--- src/rtl/tmr_pkg.sv ---
`timescale 1ns/1ps
package tmr_pkg;

    // Where count events come from for the current mode code
    typedef enum logic [1:0] {
        SRC_HOLD = 2'd0,
        SRC_INT  = 2'd1,
        SRC_EXT  = 2'd2,
        SRC_QUAD = 2'd3
    } src_e;

    // Encoder phase pair {A,B}; the encoding is the pin pair itself
    typedef enum logic [1:0] {
        QP_00 = 2'b00,
        QP_01 = 2'b01,
        QP_10 = 2'b10,
        QP_11 = 2'b11
    } qphase_e;

    typedef struct packed {
        src_e src;
        logic dir_pin;
    } mode_dec_t;

    localparam int CTL_W       = 8;
    localparam int CTL_RUN_BIT = 7;
    localparam int CTL_UP_BIT  = 6;
    localparam int MODE_MSB    = 5;
    localparam int MODE_LSB    = 3;
    localparam int PS_MSB      = 2;
    localparam int PS_LSB      = 0;
    localparam int PS_CODE_W   = PS_MSB - PS_LSB + 1;
    localparam logic [PS_CODE_W-1:0] PS_RESERVED = '1;

    function automatic mode_dec_t decode_mode(input logic [2:0] m);
        mode_dec_t d;
        d.src     = SRC_HOLD;
        d.dir_pin = 1'b0;
        case (m)
            3'b000:         d.src = SRC_INT;
            3'b001, 3'b101: d.src = SRC_EXT;
            3'b010: begin
                d.src     = SRC_INT;
                d.dir_pin = 1'b1;
            end
            3'b011: begin
                d.src     = SRC_EXT;
                d.dir_pin = 1'b1;
            end
            3'b111:         d.src = SRC_QUAD;
            default:        d.src = SRC_HOLD;
        endcase
        return d;
    endfunction

endpackage

--- src/rtl/tmr_in_sync.sv ---
`timescale 1ns/1ps
module tmr_in_sync #(
    parameter int STAGES = 2
) (
    input  logic clk,
    input  logic rst_n,
    input  logic async_in,
    output logic level,
    output logic toggled
);
    localparam int N = (STAGES < 1) ? 1 : STAGES;

    logic [N-1:0] chain;
    logic         last;

    always_ff @(posedge clk or negedge rst_n) begin
        if (!rst_n) begin
            chain <= '0;
        end else begin
            chain[0] <= async_in;
        end
    end

    generate
        for (genvar g = 1; g < N; g++) begin : g_stage
            always_ff @(posedge clk or negedge rst_n) begin
                if (!rst_n) begin
                    chain[g] <= 1'b0;
                end else begin
                    chain[g] <= chain[g-1];
                end
            end
        end
    endgenerate

    always_ff @(posedge clk or negedge rst_n) begin
        if (!rst_n) begin
            last <= 1'b0;
        end else begin
            last <= chain[N-1];
        end
    end

    assign level   = chain[N-1];
    assign toggled = chain[N-1] ^ last;

endmodule

--- src/rtl/tmr_tick_gen.sv ---
`timescale 1ns/1ps
module tmr_tick_gen #(
    parameter int BASE_DIV   = 4,
    parameter int PS_CODE_W  = 3,
    parameter int PS_MAX_EXP = 6
) (
    input  logic                 clk,
    input  logic                 rst_n,
    input  logic                 clr,
    input  logic                 run,
    input  logic                 use_ext,
    input  logic                 ext_evt,
    input  logic [PS_CODE_W-1:0] ps_code,
    output logic                 advance
);
    localparam int BW = (BASE_DIV > 1) ? $clog2(BASE_DIV) : 1;
    localparam int PW = (PS_MAX_EXP > 0) ? PS_MAX_EXP : 1;
    localparam logic [BW-1:0] BASE_LAST = BW'(BASE_DIV - 1);

    logic [BW-1:0] base_cnt;
    logic          base_tick;
    logic [PW-1:0] ps_cnt;
    logic [PW-1:0] ps_mask;
    logic          evt;
    logic          ps_wrap;

    assign base_tick = run && !use_ext && (base_cnt == BASE_LAST);
    assign evt       = run && (use_ext ? ext_evt : base_tick);

    always_comb begin
        ps_mask = '0;
        for (int i = 0; i < PW; i++) begin
            if (i < int'(ps_code)) begin
                ps_mask[i] = 1'b1;
            end
        end
    end

    assign ps_wrap = (ps_cnt >= ps_mask);
    assign advance = evt && ps_wrap;

    always_ff @(posedge clk or negedge rst_n) begin
        if (!rst_n) begin
            base_cnt <= '0;
        end else if (clr) begin
            base_cnt <= '0;
        end else if (run && !use_ext) begin
            base_cnt <= base_tick ? '0 : base_cnt + BW'(1);
        end
    end

    always_ff @(posedge clk or negedge rst_n) begin
        if (!rst_n) begin
            ps_cnt <= '0;
        end else if (clr) begin
            ps_cnt <= '0;
        end else if (evt) begin
            ps_cnt <= ps_wrap ? '0 : ps_cnt + PW'(1);
        end
    end

endmodule

--- src/rtl/tmr_quad_fsm.sv ---
`timescale 1ns/1ps
module tmr_quad_fsm
    import tmr_pkg::*;
(
    input  logic clk,
    input  logic rst_n,
    input  logic pin_a,
    input  logic pin_b,
    output logic step_up,
    output logic step_dn
);
    qphase_e cur_ph;
    qphase_e nxt_ph;

    assign nxt_ph = qphase_e'({pin_a, pin_b});

    // State register: always follows the settled pin pair
    always_ff @(posedge clk or negedge rst_n) begin
        if (!rst_n) begin
            cur_ph <= QP_00;
        end else begin
            cur_ph <= nxt_ph;
        end
    end

    // Outputs: single-bit moves step, double-bit moves give nothing
    always_comb begin
        step_up = 1'b0;
        step_dn = 1'b0;
        unique case (cur_ph)
            QP_00: begin
                step_up = (nxt_ph == QP_10);
                step_dn = (nxt_ph == QP_01);
            end
            QP_10: begin
                step_up = (nxt_ph == QP_11);
                step_dn = (nxt_ph == QP_00);
            end
            QP_11: begin
                step_up = (nxt_ph == QP_01);
                step_dn = (nxt_ph == QP_10);
            end
            QP_01: begin
                step_up = (nxt_ph == QP_00);
                step_dn = (nxt_ph == QP_11);
            end
        endcase
    end

endmodule

--- src/rtl/updown_timer_top.sv ---
`timescale 1ns/1ps
module updown_timer_top
    import tmr_pkg::*;
#(
    parameter int CNT_W       = 16,
    parameter int BASE_DIV    = 4,
    parameter int SYNC_STAGES = 2,
    parameter int PS_MAX_EXP  = 6
) (
    input  logic             clk,
    input  logic             rst_n,
    input  logic             ctl_wr_en,
    input  logic [7:0]       ctl_wr_data,
    output logic [7:0]       ctl_rd_data,
    input  logic             ext_clk_in,
    input  logic             ext_dir_in,
    output logic [CNT_W-1:0] count_out
);
    logic [CTL_W-1:0]     ctl_q;
    mode_dec_t            mdec;
    logic [PS_CODE_W-1:0] ps_code;
    logic                 active;
    logic                 clk_lvl, clk_tog;
    logic                 dir_lvl, dir_tog;
    logic                 q_up, q_dn;
    logic                 advance;
    logic                 dir_up;
    logic [CNT_W-1:0]     count_q;

    always_ff @(posedge clk or negedge rst_n) begin
        if (!rst_n) begin
            ctl_q <= '0;
        end else if (ctl_wr_en) begin
            ctl_q <= ctl_wr_data;
        end
    end

    assign mdec    = decode_mode(ctl_q[MODE_MSB:MODE_LSB]);
    assign ps_code = ctl_q[PS_MSB:PS_LSB];
    assign active  = ctl_q[CTL_RUN_BIT] && (ps_code != PS_RESERVED)
                     && (mdec.src != SRC_HOLD);
    assign dir_up  = mdec.dir_pin ? dir_lvl : ctl_q[CTL_UP_BIT];

    tmr_in_sync #(.STAGES(SYNC_STAGES)) u_sync_clk (
        .clk     (clk),
        .rst_n   (rst_n),
        .async_in(ext_clk_in),
        .level   (clk_lvl),
        .toggled (clk_tog)
    );

    tmr_in_sync #(.STAGES(SYNC_STAGES)) u_sync_dir (
        .clk     (clk),
        .rst_n   (rst_n),
        .async_in(ext_dir_in),
        .level   (dir_lvl),
        .toggled (dir_tog)
    );

    tmr_tick_gen #(
        .BASE_DIV  (BASE_DIV),
        .PS_CODE_W (PS_CODE_W),
        .PS_MAX_EXP(PS_MAX_EXP)
    ) u_ticks (
        .clk    (clk),
        .rst_n  (rst_n),
        .clr    (ctl_wr_en),
        .run    (active && (mdec.src == SRC_INT || mdec.src == SRC_EXT)),
        .use_ext(mdec.src == SRC_EXT),
        .ext_evt(clk_tog),
        .ps_code(ps_code),
        .advance(advance)
    );

    tmr_quad_fsm u_quad (
        .clk    (clk),
        .rst_n  (rst_n),
        .pin_a  (clk_lvl),
        .pin_b  (dir_lvl),
        .step_up(q_up),
        .step_dn(q_dn)
    );

    always_ff @(posedge clk or negedge rst_n) begin
        if (!rst_n) begin
            count_q <= '0;
        end else if (active) begin
            if (mdec.src == SRC_QUAD) begin
                if (q_up) begin
                    count_q <= count_q + CNT_W'(1);
                end else if (q_dn) begin
                    count_q <= count_q - CNT_W'(1);
                end
            end else if (advance) begin
                count_q <= dir_up ? count_q + CNT_W'(1) : count_q - CNT_W'(1);
            end
        end
    end

    // The direction pin's change flag has no use: the level alone steers
    logic unused_dir_tog;
    assign unused_dir_tog = dir_tog;

    assign ctl_rd_data = ctl_q;
    assign count_out   = count_q;

endmodule

--- config.mk ---
export PLATFORM = sky130hd
export DESIGN_NAME = updown_timer_top
export DESIGN_NICKNAME = d
export VERILOG_FILES = /design/src/rtl/tmr_pkg.sv /design/src/rtl/tmr_in_sync.sv /design/src/rtl/tmr_tick_gen.sv /design/src/rtl/tmr_quad_fsm.sv /design/src/rtl/updown_timer_top.sv
export SDC_FILE = /design/constraint.sdc
export NUM_CORES = 1
export LEC_CHECK = 0
export ABC_AREA = 1
export BUFFER_PORTS_ARGS = -buffer_cell sky130_fd_sc_hd__buf_2
export CORE_MARGIN = 4
export CORE_UTILIZATION = 54
export CTS_BUF_LIST = sky130_fd_sc_hd__clkbuf_4
export DETAILED_ROUTE_END_ITERATION = 6
export PLACE_DENSITY = 0.79
export SKIP_LAST_GASP = 1
export SLEW_MARGIN = 10
export SYNTH_ARGS = -nofsm -noshare
export SYNTH_HDL_FRONTEND = slang
export SYNTH_SLANG_ARGS = --single-unit
--- constraint.sdc ---
create_clock -name clk -period 1.8 [get_ports clk]
set_input_delay 0.09 -clock clk [delete_from_list [all_inputs] [get_ports clk]]
set_output_delay 0.09 -clock clk [all_outputs]
set_load 0.01 [all_outputs]
-- Word-level counts from Yosys, hierarchy flattened
Index checks and enable logic that the tools add are counted.
- output and inout port bits: 24
- register bits after elaboration: 39
- memories: 0
- memory bits (read-only): 0
- bits in writable memories: 0
- logic and storage cells: 82
- bits in latches: 0
- input port bits: 13
- reduce and logical (&&, ||, !) cells: 20
- $add $sub $neg: 4
- bitwise operators: 1
- multiplexer cells: 23
- shift-type cells: 0
- equal/unequal tests: 17
- magnitude comparators: 7
- div/mod/pow operators: 0
- multipliers: 0
- operators with widths (operator ; count):
    16-bit two-way mux ; 5
    6-bit two-way mux ; 3
    16-bit by 1-bit adder with 16-bit output (second input constant) ; 1
    16-bit by 1-bit subtractor with 16-bit output (second input constant) ; 1
    2-bit == test (second input constant) ; 7
    1-bit two-way mux ; 9
    1-bit one-hot mux with 4 select lines ; 2
    2-bit nonzero test ; 4
    1-bit logical AND ; 7
    6-bit by 1-bit adder with 6-bit output (second input constant) ; 1
    2-bit by 1-bit == test with 1-bit output (second input constant) ; 3
    3-bit by 2-bit == test with 1-bit output (second input constant) ; 2
    3-bit == test (second input constant) ; 2
    6-bit greater-or-equal comparator ; 1
    1-bit by 3-bit < comparator with 1-bit output (first input constant) ; 2
    2-bit by 3-bit < comparator with 1-bit output (first input constant) ; 2
    3-bit < comparator (first input constant) ; 2
    2-bit two-way mux ; 3
    3-bit inequality test (second input constant) ; 2
    2-bit one-hot mux with 3 select lines ; 1
    2-bit logical NOT ; 2
    2-bit OR reduction ; 2
    3-bit by 1-bit == test with 1-bit output (second input constant) ; 1
    3-bit logical NOT ; 1
    other kinds (6) ; 6

-- Longest topological paths before layout
Gate-level depths: netlist (run 1).
- depth in word-level cells: 13
- mapped depth: 14
- gate-level depth less buffers: 13

-- By module
A second synthesis (run 1) with hierarchy kept.
- cell total of the unflattened synthesis: 392
- area, all modules: 2791.4 um^2
- by module, submodules not included (module ; area each (um^2) ; sequential area each (um^2) ; instances ; cells an instance):
    updown_timer_top ; 1784.2 ; 600.6 ; 1 ; 263
    tmr_tick_gen ; 701.9 ; 200.2 ; 1 ; 93
    tmr_in_sync ; 93.8 ; 75.1 ; 2 ; 8
    tmr_quad_fsm ; 117.6 ; 50.0 ; 1 ; 20

-- Worst setup path after synthesis (run 1)
No wires, ideal clock.
- path kind: reg-to-reg
- from: reg ctl_q[5] (netlist: ctl_rd_data[5])
- to: reg count_q[9] (netlist: count_out[9])
- setup time: 117 ps
- period minus slack after synthesis: 1891 ps
- arrival time: 1773 ps
- stages on the path, launching flop included: 13
- required time: 1683 ps
- path buffers: 1
- slack: -91 ps
- path through: dfrtp_1 o21ai_0 ha_1 inv_2 nand3_2 nand2_4 buf_6 nand2_1 nand2_1 nor2_1 nand3_1 nand2_1 nand2_1
- cells in the longest elaborated chain, start to end: 13
- elaborated cells between the ends (all ways): 31
- classes of those cells: 9 x eq/ne; 7 x mux; 15 x reduce/logical
- RTL lines (what ; RTL line ; source):
    from (decl) ; updown_timer_top.sv:19 ; logic [CTL_W-1:0] ctl_q;
    from (signal assigned) ; updown_timer_top.sv:34 ; ctl_q <= ctl_wr_data;
    3-bit by 2-bit == test with 1-bit output (tied with other cells) ; tmr_pkg.sv:39 ; case (m)
    3-bit OR reduction (no source line) or 2-bit OR reduction (tied branches) ; n/a ;
    2-bit one-hot mux with 3 select lines ; tmr_pkg.sv:39 ;
    2-bit by 1-bit == test with 1-bit output (tied with other cells) ; updown_timer_top.sv:68 ; .run (active && (mdec.src == SRC_INT || mdec.src == SRC_EXT)),
    1-bit logical OR or 1-bit logical AND (tied branches) ; updown_timer_top.sv:68, updown_timer_top.sv:41 ;
    1-bit logical AND ; updown_timer_top.sv:68 ;
    1-bit logical AND (2 in series) ; tmr_tick_gen.sv:27 ; assign base_tick = run && !use_ext && (base_cnt == BASE_LAST);
    1-bit two-way mux ; tmr_tick_gen.sv:28 ; assign evt = run && (use_ext ? ext_evt : base_tick);
    1-bit logical AND ; tmr_tick_gen.sv:28 ;
    1-bit logical AND ; tmr_tick_gen.sv:40 ; assign advance = evt && ps_wrap;
    2-bit nonzero test (no source line) ; n/a ;
    3-bit AND reduction (no source line) ; n/a ;
    to (signal assigned) ; updown_timer_top.sv:90 ; count_q <= count_q + CNT_W'(1);
    to (signal assigned) ; updown_timer_top.sv:92 ; count_q <= count_q - CNT_W'(1);
    to (signal assigned) ; updown_timer_top.sv:95 ; count_q <= dir_up ? count_q + CNT_W'(1) : count_q - CNT_W'(1);
    to (decl) ; updown_timer_top.sv:28 ; logic [CNT_W-1:0] count_q;
Several ways; a longest one is shown, not always the timed one. The select of a mux whose other input is x is not followed.
A chain may end at the register's enable or synchronous reset.

-- Worst setup path after layout (run 1)
- from: reg ctl_q[1] (netlist: ctl_rd_data[1])
- to: reg count_q[9] (netlist: count_out[9])
- cells in the longest elaborated chain, start to end: 11
- elaborated cells between the ends (all ways): 24
- classes of those cells: 7 x order compare; 1 x eq/ne; 7 x mux; 9 x reduce/logical
- RTL lines (what):
    parallel branches: the longest is 10 deep, another holds 6-bit greater-or-equal comparator
    3-bit AND reduction (no source line) *
Every way passes the cells marked *.

==> key figures, run 1 <==
Floorplanning
  • Starting Density: 0.570
  • Rows: 25
  • Core box area: 4820 um2
  • Die area: 6290 um2
  • Io pins: 37
  • Die W: 79.3 um
  • Die extent in y: 79.3 um

Critical path
  • CP most frequent cell: nand2_1
  • Critical-path cell list: nor2_4 -> nand2_2 -> ha_4 -> inv_2 -> a21boi_2 -> o21ai_1 -> nand3_2 -> nand2_8 -> nand2_4 -> nand3_1 -> nand2_1 -> nand2_1
  • Worst path buffer plus inverter count: 1
  • Worst setup EP type: register
  • Crit path kind: reg -> reg
  • Worst endpoint data arrival time: 2.26 ns
  • Slowest stage delay, CP: 0.48 ns
  • Setup slack, reg-to-reg: -0.20 ns
  • Kind of cell adding the most delay to the critical path: simple AND/OR/NAND/NOR gates
  • Startpoint types: register
  • Crit path max fanout: 6
  • Req. time, crit path: 2.06 ns
  • Crit-path slowest cell: dfrtp_2

Timing
  • Tmin final: 2.00 ns
  • Final setup fails: 22
  • Rel. slew slack: 0.552
  • Clk_skew: 0.0238 ns
  • RSZ-0062 raised after global routing: true
  • Worst Tran Pin Value: 0.671 ns
  • Fin crit share: 1.11
  • Setup ws final: -0.199 ns
  • Max Fclk: 500 MHz
  • Post-route setup TNS: -3.06 ns
  • Final Hold Fails: 0
  • Final Max Tran Viols: 0

Power and ir drop
  • Leakage power: 1.95 nW
  • Internal power: 1.92 mW
  • Pwr/cell area: 1000 nW/um2
  • Reg power frac: 0.361
  • Switching Fraction: 0.482
  • Max VDD drop: 0.808 mV
  • Switching power: 1.79 mW
  • Combinational Power Share: 0.520
  • Clock group share of total power: 0.120

Clock network
  • TritonCTS Sinks: 38
  • Buffer levels on the longest clock path: 2
  • H-tree depth: 2
  • TritonCTS Buffers: 5
  • TritonCTS clock tree: done
  • Clock Latency Late Sink: 0.37 ns
  • Root buffer cell: clkbuf_4
  • Clock transition at path regs: 0.14 ns

Global route
  • Initial antenna violation count: 0
  • Via count of the first global-routing pass: 2705
  • GRT Total Usage: 0.241
  • First-pass GRT wire length: 12100 um
  • Grt ovf: 0
  • Largest net degree at the start of global routing: 29

Outcome
  • Failing checks: negative setup slack
  • Status: finished, violations left

Yosys
  • Yosys top cell area share: 0.347
  • Synth area leader: dfrtp_1
  • Flops & latches, synth: 38
  • Yosys cell types: 30
  • Most common cell in the netlist: nand2_1
  • Most frequent cells after synthesis: 144 x nand2_1, 44 x inv_1, 40 x nor2_1
  • Synth Instances: 404
  • Yosys warns: 0
  • Post-Syn Area per Cell: 6.79 um2
  • Synth async-reset ratio: 1.00
  • Synth top area cells: dfrtp_1 35%, nand2_1 20%, nand3_1 7.1%
  • Register area share after synthesis: 0.347
  • Ys flop type: dfrtp_1
  • Post-synth EDFFs: 0
  • Post-Syn Area: 2740 um2
  • Net Count, Synth: 429

Placed design
  • Placed insts: 530
  • Worst slack at placement: -0.145 ns
  • Placed wire-length estimate: 5020 um
  • Placer congestion estimate: 0.931
  • PortBufs: 36

Drt
  • Residual DRC: 0
  • Via density: 5.49
  • First-pass iteration count of the detailed router: 5
  • Antenna Nets Post-Route: 0
  • DR iter-0 viols: 322
  • Via count: 3071
  • Drt wl/cell: 14.8 um
  • Routed WL: 8290 um

Final layout
  • Layout Cells excl Fill: 559
  • Area grow syn2layout: 34.6%
  • Layout cells sized above 1: 0.293
  • Antenna cells: 0
  • Final core occ: 0.767
  • Layout Nets: 516

Hold path
  • HP Class: in -> reg

Run
  • Number of max-cap violations: 0
## power by group through the flow
stage	Sequential (mW)	Clock, mW	Combinational (mW)
3_5_place_dp	1.33	0	1.71
2_1_floorplan	1.36	0	1.11
5_1_grt	1.37	0.483	2.16
6_report	1.34	0.444	1.93
4_1_cts	1.31	0.450	1.77
3_3_place_gp	1.32	0	1.66
## stage by stage
step | area [um2] | power (mW) | hold slack (ns)
3_5_place_dp | 3200 | 3.04 | 0.168
6_report | 3690 | 3.71 | 0.0859
5_1_grt | 3690 | 4.01 | 0.0883
4_1_cts | 3460 | 3.53 | 0.0825
3_3_place_gp | 3200 | 2.99 | 0.156
2_1_floorplan | 2750 | 2.47 | -0.206
## registers in the layout, summed over array words and instances, names as in the netlist
| name | cells |
|---|---|
| u_ticks.base_cnt | 2 |
| u_quad.cur_ph | 2 |
| u_sync_clk.level | 1 |
| u_sync_clk.chain | 1 |
| count_out | 16 |
| ctl_rd_data | 8 |
| u_sync_dir.level | 1 |
| u_ticks.ps_cnt | 6 |
| u_sync_dir.chain | 1 |
## worst reg2reg max path, delay by kind of cell, from the launching register on
family	cells	cell delay, ns
and+or+nand+nor	8	0.91
adders and majority gates	1	0.27
buffers and inverters	1	0.04
AOI/OAI and AO/OA	2	0.18
DFF	1	0.48
## final timing paths
| path | depth (start not counted) | to | start |
|---|---|---|---|
| max in group asynchronous | 3 | count_out[6] | rst_n |
| min in group asynchronous | 2 | u_ticks.ps_cnt[4] | rst_n |
| worst max register to register | 12 | count_out[9] | ctl_rd_data[1] |
| worst min register to register | 0 | u_sync_clk.level | u_sync_clk.chain[0] |
| worst min-delay path | 3 | ctl_rd_data[1] | ctl_wr_en |
| worst max-delay path | 12 | count_out[9] | ctl_rd_data[1] |
## timing repair
item	in CTS	in global routing
setup endpoints to repair	21	22
endpoints found under the hold margin	36	0
buffers inserted	3	5
gates resized for setup	12	45
pin swaps	8	25
hold buffers	11	0
gates cloned	2	0
## cell families (layout without fill, tap and decap cells)
kind of cell    count (synthesis)  after routing  synth area share
buf+inv                        59            145            0.0907
fa+ha+maj                      12             12            0.0547
simple gates                  260            262             0.432
xor+xnor                        7              7            0.0223
flops                          38             38             0.347
compound gates                 28             28            0.0534
## layer usage
metal,track usage,up-vias,part of all wire
met5,0,-,0
met2,0.384,150,0.47
li1,-,1469,-
met3,0.0408,42,0.080
met4,0.0756,0,0.036
met1,0.334,1410,0.42
## layout make-up
type	count	area, um2
Multi-Input combinational cell	309	1800
Clock inverter	3	11.3
Sequential cell	38	956
Tap cell	67	83.8
Fill cell	366	1120
Clock buffer	5	37.5
Timing Repair Buffer	87	617
Inverter	50	188
## cells in the final DEF (no fill, tap or decap), drive strengths merged
cell	count
nand4	19
inv	50
dfrtp	38
dlygate4sd3	11
o31ai	1
clkinv	3
nand3b	3
a31oi	1
nand3	41
a21boi	1
clkbuf	5
ha	12
nor2	43
o21ai	17
buf	76
nor4	1
a21oi	8
nand2	155
xor2	7
(Power assumes the default switching activity.)
==> run 2, diff against run 1 <==
--- a/config.mk
+++ b/config.mk
@@ -7,11 +7,13 @@
 export LEC_CHECK = 0
 export ABC_AREA = 1
 export BUFFER_PORTS_ARGS = -buffer_cell sky130_fd_sc_hd__buf_2
+export CAP_MARGIN = 20
 export CORE_MARGIN = 4
 export CORE_UTILIZATION = 54
 export CTS_BUF_LIST = sky130_fd_sc_hd__clkbuf_4
 export DETAILED_ROUTE_END_ITERATION = 6
 export PLACE_DENSITY = 0.79
+export RECOVER_POWER = 100
 export SKIP_LAST_GASP = 1
 export SLEW_MARGIN = 10
 export SYNTH_ARGS = -nofsm -noshare
==> run 2 against run 1 <==
Net effect: the flow still finishes with violations (negative setup slack); clock power hardly changed; total power hardly changed; via count hardly changed; clock-buffer cell count stayed put; die area stayed put; first-iteration DRC count is 1.6% lower; sequential share of layout area hardly changed; combinational power hardly changed; core utilization is 0.078 points lower; global-route usage stayed put; sequential cell count stayed put; critical endpoint unchanged.
==> key figures, run 2 (synthesis results as in run 1) <==
Timing
  • Tmin final: 1.99 ns
  • Worst Tran Pin Value: 0.753 ns
  • Final Hold Fails: 0
  • Final Max Tran Viols: 0
  • Final setup fails: 22
  • Fin crit share: 1.10
  • Setup ws final: -0.188 ns
  • Max Fclk: 503 MHz
  • Hold_ws: 0.0847 ns
  • Post-route setup TNS: -2.99 ns
  • Clk_skew: 0.0220 ns
  • Rel. slew slack: 0.498
  • RSZ-0062 raised after global routing: true

Placed design
  • PortBufs: 36
  • Placed wire-length estimate: 5020 um
  • Placed Area: 3200 um2
  • Worst slack at placement: -0.145 ns
  • Placed insts: 530
  • Placer congestion estimate: 0.931

Final layout
  • Most common cell after layout, fill and taps aside: nand2_1
  • Most frequent cells in the layout: 135 x nand2_1, 40 x inv_1, 36 x nor2_1
  • Layout Cells excl Fill: 559
  • Layout cells sized above 1: 0.291
  • Max reg flops: 16
  • Layout Nets: 516
  • Antenna cells: 0
  • Area grow syn2layout: 34.5%
  • Final core occ: 0.766
  • Design Area, Final: 3690 um2

Global route
  • Via count of the first global-routing pass: 2705
  • First-pass GRT wire length: 12100 um
  • Grt ovf: 0
  • Initial antenna violation count: 0
  • GRT Total Usage: 0.241
  • Largest net degree at the start of global routing: 29

Floorplanning
  • Die area: 6290 um2
  • Rows: 25
  • Core box area: 4820 um2
  • Io pins: 37
  • Die W: 79.3 um
  • Die extent in y: 79.3 um
  • Starting Density: 0.570

Clock network
  • Clock Latency Late Sink: 0.37 ns
  • TritonCTS clock tree: done
  • Clock transition at path regs: 0.13 ns
  • TritonCTS Buffers: 5
  • Buffer levels on the longest clock path: 2
  • Root buffer cell: clkbuf_4
  • H-tree depth: 2
  • TritonCTS Sinks: 38

Power and ir drop
  • Max VDD drop: 0.807 mV
  • Combinational Power Share: 0.520
  • Internal power: 1.92 mW
  • Clock group share of total power: 0.120
  • Total design power: 3.71 mW
  • Leakage power: 1.95 nW
  • Switching power: 1.79 mW
  • Pwr/cell area: 1010 nW/um2
  • Reg power frac: 0.360
  • Switching Fraction: 0.483

Critical path
  • Slowest stage delay, CP: 0.48 ns
  • Worst setup EP type: register
  • Crit-path slowest cell: dfrtp_2
  • Crit path kind: reg -> reg
  • Critical-path cell list: nor2_4 -> nand2_2 -> ha_4 -> inv_2 -> a21boi_2 -> o21ai_1 -> nand3_2 -> nand2_8 -> nand2_4 -> nand3_1 -> nand2_1 -> nand2_1
  • Kind of cell adding the most delay to the critical path: simple AND/OR/NAND/NOR gates
  • Worst path buffer plus inverter count: 1
  • Worst endpoint data arrival time: 2.25 ns
  • Crit path max fanout: 6
  • Req. time, crit path: 2.06 ns
  • CP most frequent cell: nand2_1
  • Startpoint types: register

Drt
  • First-pass iteration count of the detailed router: 5
  • DR iter-0 viols: 317
  • Routed WL: 8340 um
  • Drt wl/cell: 14.9 um
  • Via density: 5.49
  • Antenna Nets Post-Route: 0
  • Residual DRC: 0
  • Via count: 3069

Hold path
  • HP Class: in -> reg

Outcome
  • Status: finished, violations left
  • Failing checks: negative setup slack

Run
  • Number of max-cap violations: 0
run 2: power groups by stage:
stage	logic [mW]	clock network [mW]	registers, mW
global placement	1.66	0	1.32
finish	1.93	0.443	1.34
floorplan	1.11	0	1.36
detailed placement	1.71	0	1.33
global route	2.16	0.483	1.37
CTS	1.77	0.450	1.31
run 2: worst paths after layout:
kind	end	slack, ns	cells past startpoint	start
setup / recovery	count_out[9]	-0.19	12	ctl_rd_data[1]
hold / removal	ctl_rd_data[1]	0.08	3	ctl_wr_en
max in group asynchronous	count_out[6]	0.88	3	rst_n
setup reg to reg	count_out[9]	-0.19	12	ctl_rd_data[1]
hold reg to reg	u_sync_clk.level	0.38	0	u_sync_clk.chain[0]
min in group asynchronous	u_ticks.ps_cnt[4]	0.30	2	rst_n
run 2: layout make-up:
type / instances / area [um2]
Sequential cell: 38 / 956
Multi-Input combinational cell: 309 / 1800
Inverter: 50 / 188
Tap cell: 67 / 83.8
Clock buffer: 5 / 37.5
Clock inverter: 3 / 11.3
Fill cell: 366 / 1130
Timing Repair Buffer: 87 / 613
run 2: what timing repair did:
action / in CTS / in global routing
gates resized for setup: 12 / 45
hold buffers: 11 / 0
setup buffers: 3 / 5
pin swaps: 8 / 25
cloned: 2 / 0
endpoints found under the setup margin: 21 / 22
hold endpoints to repair: 36 / 0
run 2: per-layer routing:
metal	routed length, um	track usage	up-vias
met1	3490	0.334	1420
met5	0	0	-
met2	3910	0.384	147
met3	681	0.0408	30
li1	-	-	1472
met4	262	0.0756	0
run 2: worst register-to-register path: cells and delay by family, from the launching register on:
kind	cells	cell delay, ns
flip-flops	1	0.48
buffers and inverters	1	0.04
AO/OA/AOI/OAI	2	0.18
adder cells (fa/ha/maj)	1	0.27
AND/OR/NAND/NOR	8	0.91
